$ cat config.mk
export PLATFORM = sky130hd
export DESIGN_NAME = psd_dual_gate
export DESIGN_NICKNAME = d
export VERILOG_FILES = /design/src/rtl/psd_pkg.sv /design/src/rtl/psd_front.sv /design/src/rtl/psd_gate_acc.sv /design/src/rtl/psd_ratio_div.sv /design/src/rtl/psd_dual_gate.sv
export SDC_FILE = /design/constraint.sdc
export NUM_CORES = 1
export LEC_CHECK = 0
export ABC_CLOCK_PERIOD_IN_PS = 7170
export BUFFER_PORTS_ARGS = -buffer_cell sky130_fd_sc_hd__buf_2
export CAP_MARGIN = 10
export CORE_UTILIZATION = 56
export CTS_BUF_LIST = sky130_fd_sc_hd__clkbuf_16
export DETAILED_ROUTE_END_ITERATION = 6
export GPL_ROUTABILITY_DRIVEN = 0
export GPL_TIMING_DRIVEN = 0
export PLACE_DENSITY_LB_ADDON = 0.2
export SYNTH_ARGS = -nofsm -noshare
export SYNTH_HDL_FRONTEND = slang
export SYNTH_SLANG_ARGS = --single-unit
$ cat constraint.sdc
create_clock -name clk -period 7.17 [get_ports clk]
set_clock_uncertainty 0.05 [all_clocks]
set_input_delay 1.434 -clock clk [delete_from_list [all_inputs] [get_ports clk]]
set_output_delay 1.434 -clock clk [all_outputs]
set_load 0.02 [all_outputs]
$ cat src/rtl/psd_pkg.sv
package psd_pkg;

  // How the final fraction is formed once the sums are known.
  typedef enum logic [1:0] {
    RM_DIVIDE = 2'd0,
    RM_ZERO   = 2'd1,
    RM_FULL   = 2'd2
  } ratio_mode_t;

  // A programmed gate width of zero is treated as one sample.
  function automatic int unsigned gate_eff(input int unsigned len);
    return (len == 0) ? 1 : len;
  endfunction

  function automatic int unsigned gate_min(input int unsigned a, input int unsigned b);
    return (a < b) ? a : b;
  endfunction

endpackage

$ cat src/rtl/psd_front.sv
// Sample delay line, running baseline sum and rising-edge trigger detection.
module psd_front #(
  parameter int SAMPLE_W = 12,
  parameter int PRE_DLY  = 4,
  parameter int BL_LOG2  = 4
) (
  input  logic                clk,
  input  logic                rst_n,
  input  logic [SAMPLE_W-1:0] sample_in,
  input  logic [SAMPLE_W-1:0] thresh,
  output logic                crossing,
  output logic [SAMPLE_W-1:0] gate_sample,
  output logic [SAMPLE_W-1:0] baseline
);
  localparam int BL_N   = 1 << BL_LOG2;
  localparam int DEPTH  = PRE_DLY + BL_N + 1;
  localparam int BSUM_W = SAMPLE_W + BL_LOG2;

  logic [SAMPLE_W-1:0] tap [DEPTH];
  logic [BSUM_W-1:0]   bsum;

  // tap[0] is the newest sample; tap[PRE_DLY] enters the gates;
  // tap[PRE_DLY+1 .. DEPTH-1] form the baseline window.
  always_ff @(posedge clk or negedge rst_n) begin
    if (!rst_n) begin
      for (int i = 0; i < DEPTH; i++) tap[i] <= '0;
      bsum <= '0;
    end else begin
      tap[0] <= sample_in;
      for (int i = 1; i < DEPTH; i++) tap[i] <= tap[i-1];
      bsum <= bsum + BSUM_W'(tap[PRE_DLY]) - BSUM_W'(tap[DEPTH-1]);
    end
  end

  assign crossing    = (tap[0] > thresh) && (tap[1] <= thresh);
  assign gate_sample = tap[PRE_DLY];
  assign baseline    = SAMPLE_W'(bsum >> BL_LOG2);

endmodule

$ cat src/rtl/psd_gate_acc.sv
// Two concurrent integration windows opened by one trigger.
module psd_gate_acc
  import psd_pkg::*;
#(
  parameter int SAMPLE_W = 12,
  parameter int GATE_W   = 8,
  parameter int SUM_W    = 21
) (
  input  logic                       clk,
  input  logic                       rst_n,
  input  logic                       start,
  input  logic                       crossing,
  input  logic [SAMPLE_W-1:0]        sample,
  input  logic [SAMPLE_W-1:0]        baseline,
  input  logic [GATE_W-1:0]          long_len,
  input  logic [GATE_W-1:0]          short_len,
  output logic                       busy,
  output logic                       done,
  output logic                       pile,
  output logic [GATE_W-1:0]          cnt,
  output logic [GATE_W-1:0]          len_l,
  output logic signed [SUM_W-1:0]    acc_l,
  output logic signed [SUM_W-1:0]    acc_s
);
  logic [GATE_W-1:0]   len_s;
  logic [GATE_W-1:0]   l_eff;
  logic [GATE_W-1:0]   s_eff;
  logic [SAMPLE_W-1:0] base_q;
  logic                pile_q;
  logic signed [SUM_W-1:0] delta_first;
  logic signed [SUM_W-1:0] delta_run;

  // Sample minus baseline, sign-extended to the accumulator width.
  function automatic logic signed [SUM_W-1:0] excess(input logic [SAMPLE_W-1:0] s,
                                                     input logic [SAMPLE_W-1:0] b);
    logic signed [SAMPLE_W:0] d;
    d = $signed({1'b0, s}) - $signed({1'b0, b});
    return SUM_W'(d);
  endfunction

  always_comb begin
    l_eff = GATE_W'(gate_eff(32'(long_len)));
    s_eff = GATE_W'(gate_min(gate_eff(32'(short_len)), 32'(l_eff)));
  end

  assign delta_first = excess(sample, baseline);
  assign delta_run   = excess(sample, base_q);
  assign done        = busy && (cnt == len_l);
  assign pile        = pile_q | crossing;

  always_ff @(posedge clk or negedge rst_n) begin
    if (!rst_n) begin
      busy   <= 1'b0;
      cnt    <= '0;
      len_l  <= '0;
      len_s  <= '0;
      base_q <= '0;
      acc_l  <= '0;
      acc_s  <= '0;
      pile_q <= 1'b0;
    end else if (start) begin
      busy   <= 1'b1;
      cnt    <= GATE_W'(1);
      len_l  <= l_eff;
      len_s  <= s_eff;
      base_q <= baseline;
      acc_l  <= delta_first;
      acc_s  <= delta_first;
      pile_q <= 1'b0;
    end else if (busy) begin
      if (done) begin
        busy <= 1'b0;
      end else begin
        acc_l <= acc_l + delta_run;
        if (cnt < len_s) acc_s <= acc_s + delta_run;
        cnt <= cnt + 1'b1;
      end
      if (crossing) pile_q <= 1'b1;
    end
  end

endmodule

$ cat src/rtl/psd_ratio_div.sv
// Restoring divider that turns the two sums into (long - short)/long.
module psd_ratio_div
  import psd_pkg::*;
#(
  parameter int SUM_W  = 21,
  parameter int FRAC_W = 10
) (
  input  logic                    clk,
  input  logic                    rst_n,
  input  logic                    load,
  input  logic                    pile_in,
  input  logic signed [SUM_W-1:0] long_in,
  input  logic signed [SUM_W-1:0] short_in,
  output logic                    busy,
  output logic                    valid,
  output logic                    pileup,
  output logic [FRAC_W-1:0]       ratio,
  output logic signed [SUM_W-1:0] long_sum,
  output logic signed [SUM_W-1:0] short_sum
);
  localparam int RW   = SUM_W + 2;
  localparam int IT_W = $clog2(FRAC_W + 1);

  logic [RW-1:0]           rem;
  logic [RW-1:0]           den;
  logic [FRAC_W-1:0]       quo;
  logic [IT_W-1:0]         it;
  ratio_mode_t             mode;
  ratio_mode_t             mode_now;
  logic signed [SUM_W-1:0] l_q;
  logic signed [SUM_W-1:0] s_q;
  logic                    p_q;
  logic signed [SUM_W:0]   diff;
  logic signed [SUM_W:0]   long_x;
  logic [RW:0]             step;

  // One quotient bit: shift the remainder and subtract the divisor if it fits.
  function automatic logic [RW:0] div_step(input logic [RW-1:0] r, input logic [RW-1:0] d);
    logic [RW-1:0] r2;
    r2 = r << 1;
    if (r2 >= d) return {1'b1, r2 - d};
    return {1'b0, r2};
  endfunction

  always_comb begin
    long_x = (SUM_W+1)'(long_in);
    diff   = long_x - (SUM_W+1)'(short_in);
    if (long_in <= 0 || diff <= 0) mode_now = RM_ZERO;
    else if (diff >= long_x)       mode_now = RM_FULL;
    else                           mode_now = RM_DIVIDE;
  end

  assign step = div_step(rem, den);

  always_ff @(posedge clk or negedge rst_n) begin
    if (!rst_n) begin
      busy      <= 1'b0;
      valid     <= 1'b0;
      pileup    <= 1'b0;
      ratio     <= '0;
      long_sum  <= '0;
      short_sum <= '0;
      rem       <= '0;
      den       <= '0;
      quo       <= '0;
      it        <= '0;
      mode      <= RM_ZERO;
      l_q       <= '0;
      s_q       <= '0;
      p_q       <= 1'b0;
    end else begin
      valid <= 1'b0;
      if (load) begin
        busy <= 1'b1;
        it   <= '0;
        mode <= mode_now;
        rem  <= RW'(diff);
        den  <= RW'(long_in);
        quo  <= '0;
        l_q  <= long_in;
        s_q  <= short_in;
        p_q  <= pile_in;
      end else if (busy) begin
        if (it != IT_W'(FRAC_W)) begin
          rem <= step[RW-1:0];
          quo <= {quo[FRAC_W-2:0], step[RW]};
          it  <= it + 1'b1;
        end else begin
          busy      <= 1'b0;
          valid     <= 1'b1;
          long_sum  <= l_q;
          short_sum <= s_q;
          pileup    <= p_q;
          case (mode)
            RM_ZERO: ratio <= '0;
            RM_FULL: ratio <= '1;
            default: ratio <= quo;
          endcase
        end
      end
    end
  end

endmodule

$ cat src/rtl/psd_dual_gate.sv
// Self-triggered dual-gate charge integrator with on-chip shape ratio.
module psd_dual_gate
  import psd_pkg::*;
#(
  parameter int SAMPLE_W = 12,
  parameter int GATE_W   = 8,
  parameter int PRE_DLY  = 4,
  parameter int BL_LOG2  = 4,
  parameter int FRAC_W   = 10,
  parameter int SUM_W    = SAMPLE_W + GATE_W + 1
) (
  input  logic                    clk,
  input  logic                    rst_n,
  input  logic [SAMPLE_W-1:0]     sample_in,
  input  logic [SAMPLE_W-1:0]     thresh,
  input  logic [GATE_W-1:0]       long_len,
  input  logic [GATE_W-1:0]       short_len,
  output logic signed [SUM_W-1:0] long_sum,
  output logic signed [SUM_W-1:0] short_sum,
  output logic [FRAC_W-1:0]       ratio,
  output logic                    pileup,
  output logic                    result_valid
);
  // Named internal events, also watched by the bound checker.
  logic                    crossing;
  logic [SAMPLE_W-1:0]     gate_sample;
  logic [SAMPLE_W-1:0]     baseline;
  logic                    idle;
  logic                    start;
  logic                    gate_busy;
  logic                    gate_done;
  logic                    gate_pile;
  logic [GATE_W-1:0]       gate_cnt;
  logic [GATE_W-1:0]       gate_len;
  logic signed [SUM_W-1:0] acc_l;
  logic signed [SUM_W-1:0] acc_s;
  logic                    div_busy;

  assign idle  = !gate_busy && !div_busy;
  assign start = crossing && idle;

  psd_front #(
    .SAMPLE_W (SAMPLE_W),
    .PRE_DLY  (PRE_DLY),
    .BL_LOG2  (BL_LOG2)
  ) front_i (
    .clk         (clk),
    .rst_n       (rst_n),
    .sample_in   (sample_in),
    .thresh      (thresh),
    .crossing    (crossing),
    .gate_sample (gate_sample),
    .baseline    (baseline)
  );

  psd_gate_acc #(
    .SAMPLE_W (SAMPLE_W),
    .GATE_W   (GATE_W),
    .SUM_W    (SUM_W)
  ) gate_i (
    .clk       (clk),
    .rst_n     (rst_n),
    .start     (start),
    .crossing  (crossing),
    .sample    (gate_sample),
    .baseline  (baseline),
    .long_len  (long_len),
    .short_len (short_len),
    .busy      (gate_busy),
    .done      (gate_done),
    .pile      (gate_pile),
    .cnt       (gate_cnt),
    .len_l     (gate_len),
    .acc_l     (acc_l),
    .acc_s     (acc_s)
  );

  psd_ratio_div #(
    .SUM_W  (SUM_W),
    .FRAC_W (FRAC_W)
  ) div_i (
    .clk       (clk),
    .rst_n     (rst_n),
    .load      (gate_done),
    .pile_in   (gate_pile),
    .long_in   (acc_l),
    .short_in  (acc_s),
    .busy      (div_busy),
    .valid     (result_valid),
    .pileup    (pileup),
    .ratio     (ratio),
    .long_sum  (long_sum),
    .short_sum (short_sum)
  );

endmodule

==> summary.md <==
| Metric | Value |
|---|---|
| Initial Utilization | 57.4% |
| Synth top area share | 52.4% |
| PostCTS Resize Cnt | 0 |
| Largest area contributor in the netlist | dfrtp_1 |
| # rows | 73 |
| GR Overflow Total | 0 |
| Synth async-reset ratio | 100% |
| CTS tree | built |
| Minimum clock period | ~5.2 ns |
| Synth top area cells | dfrtp_1, ha_1, a21oi_1, o21ai_0, inv_1 |
| Post-CTS Hold Buffers | 0 |
| Die width | roughly 200 um |
| Max-slew headroom | 30.5% |
| Top_reg_cell synth | dfrtp_1 |
| Starting DRT DRC Count | about 940 |
| CP Capture Type | flop |
| Layout area overhead | 12.7% |
| Drt pass-1 iters | 5 |
| Largest net degree at the start of global routing | ~120 |
| Reg2Reg Setup Slack | approximately 2.2 ns |
| Post-synth EDFFs | 0 |
| Synth cell types | 71 |
| Total CTS buffers | 50 |
| DRT antenna net count | 0 |
| Worst setup SP type | input port |
| Yosys synthesis warning count | 0 |
| Sequential cell area | around 0.012 mm^2 |
| Clock Tree Root | clkbuf_16 |
| Hold path depth | 0 |
| Min-delay worst type | reg -> reg |
| Max-cap viol count | 0 |
| Ant. Diodes | 0 |
| Cell Area, Synth | ~0.023 mm^2 |
| Highest Clock Rate | roughly 0.19 GHz |
| Slew Limit Fails | 0 |
| HP Start | front_i.tap[171] |
| Worst setup margin | roughly 2.0 ns |
| Critical Path AT | 5.63 ns |
| # fillers | 3162 |
| Top-count cell post-synth | dfrtp_1 |
| Final setup viols | 0 |
| Die area | approximately 0.042 mm^2 |
| Required time worst endpoint | 7.59 ns |
| Slew @ Worst Pin | just over 1 ns |
| Syn nets | around 2400 |
| Die H | 205 um |
| Worst r2r path cells | 20 |
| Final Util | 64.7% |
| TritonCTS Sinks | a little under 500 |
| Final Hold Viols | 0 |
| Core area | roughly 0.040 mm^2 |
| Clk pin slew, worst setup/hold paths | ~0.06 ns |
| Unrepaired setup endpoints after global routing | no |
| Vias per cell | approximately 5.7 |
| Postcts setup bufs | 0 |
| WL per Instance | ~19 um |
| Period utilization | 72.6% |
| Mapped Cells | roughly 2100 |
| Avg Synthesized Cell Area | between 10 and 15 um^2 |
| Htree depth | 2 |
| Number of synthesized register bits | approximately 480 |
| Critical path type | in -> reg |
| Input/output buffers | between 90 and 100 |
| Hold path endpoint | front_i.tap[159] |
| Clk_lat worst skew | 0.59 ns |
| FF-to-FF End | gate_i.acc_l[20] |
| Number of global-route vias before repair | approximately 17000 |
| Post-Route WL | ~53000 um |
| DRC Markers | 0 |
| I/O pin total | 96 |
| Share of cells above drive strength 1 | ~10% |
| Antenna violations before repair | 0 |
| Total GRT Usage | roughly a quarter |
| Crit-path max FO | 10 |
| Register area share after synthesis | a little over half |
| Place WS | ~1.5 ns |
| Vias | between 15000 and 20000 |
| Run status | completed |
| Nets | approximately 2500 |
| Longest Clk Path Bufs | 3 |
| FF-to-FF Start | front_i.gate_sample[0] |
| First-pass GRT wire length | around 86000 um |
| Post-DP HPWL | between 30000 and 40000 um |
| Commonest cells in the netlist | dfrtp_1, inv_1, ha_1 |
| Multi-input logic area | 0.00998 mm^2 |
-- logic make-up (layout without fill, tap and decap cells) --
kind of cell	Yosys count	in the layout	share of synthesized area [%]
AND/OR/NAND/NOR	469	469	9.52
adder cells (fa/ha/maj)	206	206	11.8
multiplexers	64	64	3.04
buffers and inverters	262	453	4.27
XOR/XNOR	108	108	4.10
flip-flops	484	484	52.5
AO/OA/AOI/OAI	556	556	14.8
-- metrics by stage --
stage                     std cells  cell area (um^2)   TNS, ns  hold slack (ns)
after floorplan                2149             23100         0            0.281
final                          2865             26000         0            0.289
after global placement         2769             24200  -2270.38            0.281
after global routing           2865             26000         0            0.294
after detailed placement       2773             24300         0            0.285
after CTS                      2865             26000         0            0.292
-- worst max-delay path by stage --
stage | cells after the start | slack, ns | end | startpoint
floorplan | 20 | 2.98 | gate_i.acc_l[20] | front_i.gate_sample[0]
global placement | 1 | -4.76 | front_i.tap[142] | rst_n
detailed placement | 14 | 1.52 | gate_i.acc_s[16] | thresh[9]
CTS | 14 | 2.07 | gate_i.acc_s[16] | thresh[9]
global route | 14 | 1.77 | gate_i.acc_s[16] | thresh[1]
finish | 14 | 1.97 | gate_i.acc_s[16] | thresh[9]
-- registers in the layout (all words and copies together), names as in the netlist, 2 cells and up --
register / count
front_i.gate_sample: 12
gate_i.acc_s: 21
div_i.quo: 10
div_i.rem: 22
front_i.bsum: 16
div_i.it: 4
div_i.l_q: 21
front_i.tap: 240
div_i.short_sum: 21
gate_i.cnt: 8
div_i.s_q: 21
gate_i.acc_l: 21
gate_i.len_l: 8
gate_i.base_q: 12
div_i.long_sum: 21
gate_i.len_s: 8
div_i.ratio: 10
div_i.mode: 2
-- routing by layer --
| metal | track usage [%] | wire length [um] | up-vias |
|---|---|---|---|
| met3 | 3.07 | 2340 | 114 |
| met5 | 0 | 0 | - |
| met2 | 43.7 | 25900 | 430 |
| li1 | - | - | 7790 |
| met1 | 34.4 | 22900 | 8126 |
| met4 | 11.3 | 2040 | 0 |
-- layout make-up --
type                            count  area share (%)
Buffer                             65           0.943
Clock buffer                       51            4.91
Clock inverter                     41            1.53
Inverter                          197            2.84
Multi-Input combinational cell   1403            38.4
Sequential cell                   484            46.6
Tap cell                          525            2.53
Timing Repair Buffer               99            2.29
-- layout by cell type, fill, tap and decap left out, types with 18 or more instances in the layout --
| cell type | n |
|---|---|
| nor2b_1 | 23 |
| ha_1 | 188 |
| and3_1 | 23 |
| a211oi_1 | 19 |
| a21oi_1 | 174 |
| inv_1 | 204 |
| dfrtp_1 | 483 |
| clkbuf_16 | 51 |
| nand2_1 | 166 |
| a21o_1 | 54 |
| nand3_1 | 26 |
| nor3_1 | 34 |
| clkbuf_1 | 58 |
| a31oi_1 | 20 |
| fa_1 | 18 |
| o21ai_0 | 163 |
| buf_2 | 95 |
| mux2_2 | 48 |
| xor2_1 | 42 |
| xnor2_1 | 66 |
| nand4_1 | 24 |
| nor2_1 | 110 |
-- worst max-delay path, stage by stage --
cell and delay, ns:
buf_2 0.08, inv_1 0.06, ha_1 0.31, a21o_1 0.17, a21o_1 0.18, a21oi_1 0.15, o211a_1 0.17, o211ai_1 0.35
nor2_1 0.56, nand2_1 0.41, a211oi_1 0.96, clkbuf_1 0.47, o21ai_0 0.17, o21ai_0 0.13
Power is not shown: default switching activity piles up to over one toggle a cycle in this logic, so the estimate is an artifact.
